$ cat src/rtl/dq_pkg.sv
package dq_pkg;
    localparam int LVL_W  = 12;
    localparam int IDX_W  = 6;
    localparam int WGT_W  = 8;
    localparam int MAG_W  = LVL_W + 1;
    localparam int NCOEF  = 1 << IDX_W;
    localparam int SIDE   = 8;
    localparam int PROD_W = 32;

    typedef enum logic {
        MAT_INTRA = 1'b0,
        MAT_INTER = 1'b1
    } mat_sel_e;

    typedef struct packed {
        logic               vld;
        logic [IDX_W-1:0]   idx;
        logic               dc;
        logic               neg;
        logic [MAG_W-1:0]   mag;
        logic [1:0]         prec;
        logic [WGT_W-1:0]   wgt;
    } s1_t;

    typedef struct packed {
        logic               vld;
        logic [IDX_W-1:0]   idx;
        logic [LVL_W-1:0]   coef;
    } s2_t;

    function automatic logic [WGT_W-1:0] dflt_wgt(input logic sel, input int unsigned i);
        int unsigned r;
        int unsigned c;
        r = i / SIDE;
        c = i % SIDE;
        if (sel) dflt_wgt = WGT_W'(16 + r + c);
        else     dflt_wgt = WGT_W'(8 + 2 * (r + c));
    endfunction
endpackage

$ cat src/rtl/dq_wstore.sv
module dq_wstore
    import dq_pkg::*;
(
    input  logic             clk,
    input  logic             rst_n,
    input  logic             wr_en,
    input  logic             wr_sel,
    input  logic [IDX_W-1:0] wr_addr,
    input  logic [WGT_W-1:0] wr_data,
    input  logic             rd_sel,
    input  logic [IDX_W-1:0] rd_addr,
    output logic [WGT_W-1:0] rd_wgt
);
    logic [WGT_W-1:0] mem_q [2][NCOEF];
    logic [WGT_W-1:0] mem_d [2][NCOEF];

    always_comb begin
        mem_d = mem_q;
        if (wr_en) mem_d[wr_sel][wr_addr] = wr_data;
    end

    always_ff @(posedge clk) begin
        if (!rst_n) begin
            for (int m = 0; m < 2; m++)
                for (int i = 0; i < NCOEF; i++)
                    mem_q[m][i] <= dflt_wgt(m[0], i);
        end else begin
            mem_q <= mem_d;
        end
    end

    assign rd_wgt = mem_q[rd_sel][rd_addr];
endmodule

$ cat src/rtl/dq_front.sv
module dq_front
    import dq_pkg::*;
(
    input  logic             clk,
    input  logic             rst_n,
    input  logic             in_valid,
    input  logic [IDX_W-1:0] in_index,
    input  logic [LVL_W-1:0] in_level,
    input  logic             in_intra,
    input  logic [1:0]       in_dc_prec,
    input  logic [WGT_W-1:0] wgt,
    output s1_t              s1
);
    s1_t s1_d, s1_q;
    logic [MAG_W-1:0] abs_v;

    always_comb begin
        abs_v = in_level[LVL_W-1] ? MAG_W'(-$signed({in_level[LVL_W-1], in_level}))
                                  : MAG_W'({1'b0, in_level});
        s1_d      = '0;
        s1_d.vld  = in_valid;
        s1_d.idx  = in_index;
        s1_d.dc   = in_intra && (in_index == '0);
        s1_d.neg  = in_level[LVL_W-1];
        s1_d.prec = in_dc_prec;
        s1_d.wgt  = wgt;
        if (s1_d.dc)
            s1_d.mag = abs_v;
        else if (in_intra)
            s1_d.mag = abs_v << 1;
        else
            s1_d.mag = (abs_v << 1) + MAG_W'(abs_v != '0);
    end

    always_ff @(posedge clk) begin
        if (!rst_n) s1_q <= '0;
        else        s1_q <= s1_d;
    end

    assign s1 = s1_q;
endmodule

$ cat src/rtl/dq_back.sv
module dq_back
    import dq_pkg::*;
#(
    parameter int QSCALE = 4,
    parameter int SHIFT  = 5
) (
    input  logic clk,
    input  logic rst_n,
    input  s1_t  s1,
    output s2_t  s2
);
    localparam logic [PROD_W-1:0] POS_LIM = PROD_W'((1 << (LVL_W - 1)) - 1);
    localparam logic [PROD_W-1:0] NEG_LIM = PROD_W'(1 << (LVL_W - 1));

    s2_t s2_d, s2_q;
    logic [PROD_W-1:0] prod;
    logic [PROD_W-1:0] clamped;
    logic [LVL_W:0]    m13;

    always_comb begin
        if (s1.dc)
            prod = PROD_W'(s1.mag) << (2'd3 - s1.prec);
        else
            prod = (PROD_W'(s1.mag) * PROD_W'(s1.wgt) * PROD_W'(QSCALE)) >> SHIFT;
        if (s1.neg) clamped = (prod > NEG_LIM) ? NEG_LIM : prod;
        else        clamped = (prod > POS_LIM) ? POS_LIM : prod;
        m13 = clamped[LVL_W:0];
        s2_d.vld  = s1.vld;
        s2_d.idx  = s1.idx;
        s2_d.coef = s1.neg ? LVL_W'(~m13 + 1'b1) : LVL_W'(m13);
    end

    always_ff @(posedge clk) begin
        if (!rst_n) s2_q <= '0;
        else        s2_q <= s2_d;
    end

    assign s2 = s2_q;
endmodule

$ cat src/rtl/blk_dequant.sv
module blk_dequant
    import dq_pkg::*;
#(
    parameter int QSCALE = 4
) (
    input  logic             clk,
    input  logic             rst_n,
    input  logic             in_valid,
    input  logic [IDX_W-1:0] in_index,
    input  logic [LVL_W-1:0] in_level,
    input  logic             in_intra,
    input  logic [1:0]       in_dc_prec,
    input  logic             cfg_we,
    input  logic             cfg_mat,
    input  logic [IDX_W-1:0] cfg_addr,
    input  logic [WGT_W-1:0] cfg_wdata,
    output logic             out_valid,
    output logic [IDX_W-1:0] out_index,
    output logic [LVL_W-1:0] out_coef
);
    logic [WGT_W-1:0] wgt;
    s1_t s1;
    s2_t s2;
    mat_sel_e rd_mat;

    assign rd_mat = in_intra ? MAT_INTRA : MAT_INTER;

    dq_wstore u_store (
        .clk     (clk),
        .rst_n   (rst_n),
        .wr_en   (cfg_we),
        .wr_sel  (cfg_mat),
        .wr_addr (cfg_addr),
        .wr_data (cfg_wdata),
        .rd_sel  (rd_mat),
        .rd_addr (in_index),
        .rd_wgt  (wgt)
    );

    dq_front u_front (
        .clk        (clk),
        .rst_n      (rst_n),
        .in_valid   (in_valid),
        .in_index   (in_index),
        .in_level   (in_level),
        .in_intra   (in_intra),
        .in_dc_prec (in_dc_prec),
        .wgt        (wgt),
        .s1         (s1)
    );

    dq_back #(.QSCALE(QSCALE)) u_back (
        .clk   (clk),
        .rst_n (rst_n),
        .s1    (s1),
        .s2    (s2)
    );

    assign out_valid = s2.vld;
    assign out_index = s2.idx;
    assign out_coef  = s2.coef;
endmodule

$ cat config.mk
export PLATFORM = sky130hd
export DESIGN_NAME = blk_dequant
export DESIGN_NICKNAME = d
export VERILOG_FILES = /design/src/rtl/dq_pkg.sv /design/src/rtl/dq_wstore.sv /design/src/rtl/dq_front.sv /design/src/rtl/dq_back.sv /design/src/rtl/blk_dequant.sv
export SDC_FILE = /design/constraint.sdc
export NUM_CORES = 2
export LEC_CHECK = 0
export BUFFER_PORTS_ARGS = -buffer_cell sky130_fd_sc_hd__buf_2
export CORE_MARGIN = 5
export CORE_UTILIZATION = 58
export CTS_BUF_LIST = sky130_fd_sc_hd__clkbuf_2 sky130_fd_sc_hd__clkbuf_4 sky130_fd_sc_hd__clkbuf_8
export DETAILED_ROUTE_END_ITERATION = 12
export PLACE_DENSITY = 0.82
export SLEW_MARGIN = 25
export SYNTH_ARGS = -nofsm -noshare
export SYNTH_HDL_FRONTEND = slang
export SYNTH_SLANG_ARGS = --single-unit
$ cat constraint.sdc
create_clock -name clk -period 19.5 [get_ports clk]
set_input_delay 0.975 -clock clk [delete_from_list [all_inputs] [get_ports clk]]
set_output_delay 0.975 -clock clk [all_outputs]
set_load 0.01 [all_outputs]
# After elaboration in Yosys (flattened, before gate mapping)
# Index checks and enable logic that the tools add are counted.
[classes]
addsub = 4
multipliers = 1
magnitude_cmp = 8
shift = 1
n_mux = 20
bitwise = 5
reduce_logical = 5
[ops]
columns = ["cell", "n"]
rows = [
  ["$mux 512", 4],
  ["$bwmux 1024", 1],
  ["$demux 512 s1", 1],
  ["$bmux 8 s6", 1],
  ["$demux 8 s6", 1],
  ["$mux 12", 4],
  ["$mux 13", 3],
  ["$gt 32x11->1 const B", 1],
  ["$gt 32x12->1 const B", 1],
  ["$mux 32", 1],
  ["$shl 13x2->32", 1],
  ["$mux 8", 3],
  ["$mul 13x8->21", 1],
  ["$ge 7x7->1 const B", 2],
  ["$not 6->7", 2],
  ["$add 13x1->13", 1],
  ["$neg 12->13", 1],
  ["$reduce_bool 13->1", 1],
  ["$add 12x1->12 const B", 1],
  ["$not 12->12", 1],
  ["$lt 7x1->1 const B", 1],
  ["$logic_not 6->1", 1],
  ["$ge 2x2->1 const B", 2],
  ["$not 1->2", 2],
  ["other kinds (4)", 6],
]
[totals]
ff_bits = 1075
out_inout_bits = 19
word_cells = 182

# Logic depth before layout (Yosys ltp)
[logic_depth]
depth_word = 9
ltp_mapped = 26
mapped_depth_nobuf = 25

# By module
# Synthesis repeated with hierarchy kept, for this count alone.
[unflattened]
cells_unflattened = 4905
hier_area_um2 = 52900.7
[by_module_without_submodules]
columns = ["mod", "instances", "cells_per_inst", "area_per_inst_um2"]
rows = [
  ["dq_wstore", 1, 4166, 46569.7],
  ["dq_back", 1, 587, 4937.2],
  ["dq_front", 1, 151, 1390.1],
  ["blk_dequant", 1, 1, 3.8],
]

# Least setup slack after synthesis
# Ideal clock, no wire load.
[synth_path]
kind = "register -> register"
from = "reg u_front.s1_q, in the netlist u_front.s1[7]"
to = "reg u_back.s2_q, in the netlist u_back.s2[4]"
setup_time_ns = 0.137
t_arrival_ns = 6.194
required_ns = 19.363
path_slack_ns = 13.169
path_stages_with_launch = 24
path_buffers = 1
period_less_slack_ns = 6.331
path_cell_list = "dfxtp_1 -> clkbuf_1 -> nand2_1 -> fa_1 -> fa_1 -> inv_1 -> fa_1 -> inv_1 -> fa_1 -> inv_1 -> ha_1 -> and3_1 -> a221o_1 -> a311o_1 -> a22oi_2 -> o2111ai_2 -> o31a_1 -> nor2_4 -> nand2_1 -> a21o_1 -> ha_1 -> or4_1 -> o21ai_1 -> a211oi_1"
[synth_between]
elab_chain_cells = 8
word_cells_on_any_way = 10
classes_between = "1 x add/sub; 1 x mul; 2 x order compare; 5 x mux; 1 x bitwise"
[synth_rtl]
columns = ["item", "line", "text"]
rows = [
  ["from (decl)", "dq_front.sv:14", "s1_t s1_d, s1_q;"],
  ["from (signal assigned)", "dq_front.sv:36", "if (!rst_n) s1_q <= '0;"],
  ["from (signal assigned)", "dq_front.sv:37", "else s1_q <= s1_d;"],
  ["$mul 13x8->21 *", "dq_back.sv:24", "prod = (PROD_W'(s1.mag) * PROD_W'(s1.wgt) * PROD_W'(QSCALE)) >> SHIFT;"],
  ["$mux 32 *", "dq_back.sv:21", "if (s1.dc)"],
  ["$gt 32x11->1 or $gt 32x12->1 (tied branches)", "dq_back.sv:26, dq_back.sv:25", ""],
  ["$mux 12 (on tied branches)", "dq_back.sv:26, dq_back.sv:25", ""],
  ["$mux 12 *", "dq_back.sv:25", "if (s1.neg) clamped = (prod > NEG_LIM) ? NEG_LIM : prod;"],
  ["$not 12->12", "dq_back.sv:30", "s2_d.coef = s1.neg ? LVL_W'(~m13 + 1'b1) : LVL_W'(m13);"],
  ["$add 12x1->12", "dq_back.sv:30", ""],
  ["$mux 12 *", "dq_back.sv:30", ""],
  ["to (signal assigned)", "dq_back.sv:34", "if (!rst_n) s2_q <= '0;"],
  ["to (signal assigned)", "dq_back.sv:35", "else s2_q <= s2_d;"],
  ["to (decl)", "dq_back.sv:15", "s2_t s2_d, s2_q;"],
]
# Mark *: on every way between the ends. The rest lies on a longest branch, timed or not.
# A chain may end at the register's enable or synchronous reset.

# Worst setup path in the final report
[layout_path]
from = "reg u_front.s1_q, in the netlist u_front.s1[4]"
to = "reg u_back.s2_q, in the netlist u_back.s2[10]"
# Same word-level chain as after synthesis.

==> impl_metrics.tcl <==
set metrics [dict create \
    outcome "completed" \
    start_util 0.5856 \
    synth_area_mm2 0.05002 \
    setup_viol 0 \
    drv_cap 0 \
    maxSlewHeadroom 0.2706 \
    timing.fmax_mhz 144.0 \
    timing.final.crit_share 0.3561 \
    detail_route.vias_per_cell 6.287 \
    crit_slowest_cell "dfxtp_1" \
    rsz0062_at_grt "false" \
    slew_violations 0 \
    die_y_um 303.7 \
    syn_nets 6286 \
    fin_worst_skew_ns 0.03428 \
    wl_per_cell_um 21.33 \
    crit_family "adder cells" \
    place.detailed.hpwl_um 95550 \
    area_growth_pct 8.808 \
    layout_common_cells "2250 x nand2_1, 1075 x dfxtp_1, 772 x a21oi_1" \
    ctsHtreeMaxLevel 4 \
    cp_num_buf_inv 4 \
    multi_input_area_mm2 0.02663 \
    clk_latency_ns 0.87 \
    first_iter_violations 6627 \
    yosysSeqAreaShare 0.4302 \
    clock-root-buffer "clkbuf_8" \
    synth-main-ff-cell "dfxtp_1" \
    place_congestion 0.9314 \
    finalPower_mw 4.783 \
    cts_hold_buf 0 \
    grt_usage 0.3233 \
    drc 0 \
    critPathCaptureType "flop" \
    cpPeakStageDelay_ns 0.62 \
    worst-setup-path-type "flop to flop" \
    synth_seq_cells 1075 \
    regToRegSetupSlack_ns 12.56 \
    cts_setup_buffers 0 \
    synth-edff-count 0 \
    die_x_um 303.7 \
    path_cells "nand2_1, fa_1, fa_1, inv_1, fa_1, inv_1, fa_1, inv_1, ha_1, a21o_1, a221oi_2, o21ai_1, a221oi_1, xor2_1, o2111a_1, nand2_1, o21ai_0, a21boi_0, ha_1, inv_1, a31oi_1, o21ai_0, a221oi_1" \
    mostFrequentLayoutCell "nand2_1" \
    synthTopCellsByArea "dfxtp_1 43%, nand2_1 17%, mux4_2 9.3%" \
    cp_max_fo 13 \
    routed_wl_um 155700 \
    core_mm2 0.08541 \
    final_layout_size_suffix_gt1_frac 0.1118 \
    synth_largest_area_cell "dfxtp_1" \
    cts_resized 0 \
    clk_pin_slew_ns 0.07 \
    clockBufferDepth 3 \
    antenna_left 0 \
    vdd_drop_max_mv 0.07934 \
    finalNonFillerCells 7301 \
    dp.cells 6986 \
    numCtsBuffers 171 \
    required_ns 20.25 \
    grt-ovfl-total 0 \
    yosysTopAreaCellShare 0.4302 \
    cts_tree "built" \
    antenna_found_initial 10 \
    start_kind "flop" \
    hold_path_class "input pin to flop" \
    p_leak_nw 20.57 \
    p_per_area_mw_per_mm2 87.89 \
    avgSynthCellArea_um2 8.148 \
    worstMarginPinSlew_ns 1.094 \
    clock-sinks 1075 \
    rows 107 \
    yosys_warnings 0 \
    grt_pass1_vias 44150 \
    async_flop_share 0 \
    tns_ns 0 \
    portBuffers 58 \
    drt_pass1_iterations 12 \
    ys_types 73 \
    seq_area_mm2 0.02152 \
    via_count 45900 \
    die-area_mm2 0.09221 \
    grt_pass1_wl_um 243600 \
    synthCells 6139 \
    period_needed_ns 6.944 \
    nFillCells 7081 \
    hold_viol 0 \
    io_pins 59 \
    worstPathArrival_ns 7.70 \
    grt_max_degree 205 \
    nNetsFinal 6163 \
]
==> layout make-up <==
class / count / area share
multi-input cells: 4568 / 0.4894
diodes: 10 / 0.0004598
clock inverters: 37 / 0.007012
well taps: 1144 / 0.02630
flip-flops and latches: 1075 / 0.3954
repair buffers: 103 / 0.01352
inverters: 97 / 0.006828
clock buffers: 267 / 0.06108
==> stage by stage <==
step | cell area [um^2] | utilization | hold WS, ns | setup slack, ns
2_1_floorplan | 50020 | - | 0.4119 | 13.17
3_5_place_dp | 50640 | 0.5929 | 0.4192 | 12.72
4_1_cts | 54350 | 0.6363 | 0.2733 | 12.69
3_3_place_gp | 50640 | 0.5929 | 0.4128 | 12.82
5_1_grt | 54410 | 0.6370 | 0.3031 | 12.05
6_report | 54420 | 0.6372 | 0.3215 | 12.56
==> state kept, by name (all words and copies together) (netlist names) <==
register / count
u_front.s1: 32
u_store.mem_q: 1024
u_back.s2: 19
==> logic make-up (layout without fill, tap and decap cells) <==
| kind of cell | count (synthesis) | in the layout | share of synthesized area |
|---|---|---|---|
| adders and majority gates | 107 | 107 | 0.03667 |
| xor gates and xnor gates | 21 | 21 | 0.003677 |
| other | 0 | 10 | 0 |
| buffers and inverters | 496 | 504 | 0.03825 |
| and+or+nand+nor | 3005 | 3005 | 0.2443 |
| muxes | 391 | 391 | 0.1308 |
| AOI/OAI and AO/OA | 1044 | 1044 | 0.1161 |
| DFF | 1075 | 1075 | 0.4302 |
==> worst reg2reg max path: stages (launching register included) <==
cell	delay (ns)
dfxtp_1	0.62
nand2_1	0.15
fa_1	0.52
fa_1	0.51
inv_1	0.07
fa_1	0.53
inv_1	0.06
fa_1	0.53
inv_1	0.04
ha_1	0.34
a21o_1	0.20
a221oi_2	0.34
o21ai_1	0.18
a221oi_1	0.38
xor2_1	0.27
o2111a_1	0.39
nand2_1	0.24
o21ai_0	0.25
a21boi_0	0.22
ha_1	0.23
inv_1	0.14
a31oi_1	0.24
o21ai_0	0.13
a221oi_1	0.26
==> worst paths after layout <==
| check | start | to | depth (start not counted) |
|---|---|---|---|
| worst min-delay path | in_dc_prec[1] | u_front.s1[9] | 2 |
| worst max register to register | u_front.s1[4] | u_back.s2[10] | 23 |
| worst max-delay path | u_front.s1[4] | u_back.s2[10] | 23 |
| worst min register to register | u_front.s1[29] | u_back.s2[16] | 1 |
==> layer usage <==
metal	up-vias	global-route usage	part of all wire
met3	625	0.09514	0.13
met1	21710	0.4143	0.37
met5	-	0	0.00038
met4	10	0.1641	0.054
met2	3021	0.5011	0.45
li1	20540	-	-
==> cell usage after synthesis (all sizes together), types with 3 or more instances <==
library cell,number
a211oi,19
a21boi,3
a21o,14
a21oi,772
a221o,4
a221oi,12
a22oi,7
a31oi,10
and2,95
and3,19
buf,64
clkbuf,335
dfxtp,1075
fa,66
ha,41
inv,96
mux2,39
mux2i,146
mux4,206
nand2,2250
nand2b,6
nand3,352
nand3b,4
nand4,6
nor2,201
nor2b,11
nor3,34
nor3b,3
nor4,5
o2111ai,3
o211ai,6
o21ai,80
o21bai,4
o221ai,36
o22ai,37
o311ai,5
o31ai,9
o32a,3
or2,8
or3b,3
xnor2,11
xor2,10
==> report_power, final <==
| group | internal, mW | total (mW) | switching (mW) |
|---|---|---|---|
| Sequential | 2.21 | 2.23 | 0.0185 |
| Combinational | 0.147 | 0.466 | 0.319 |
| Clock | 1.15 | 2.08 | 0.940 |
Note: power is estimated with default switching activity, not from simulation.
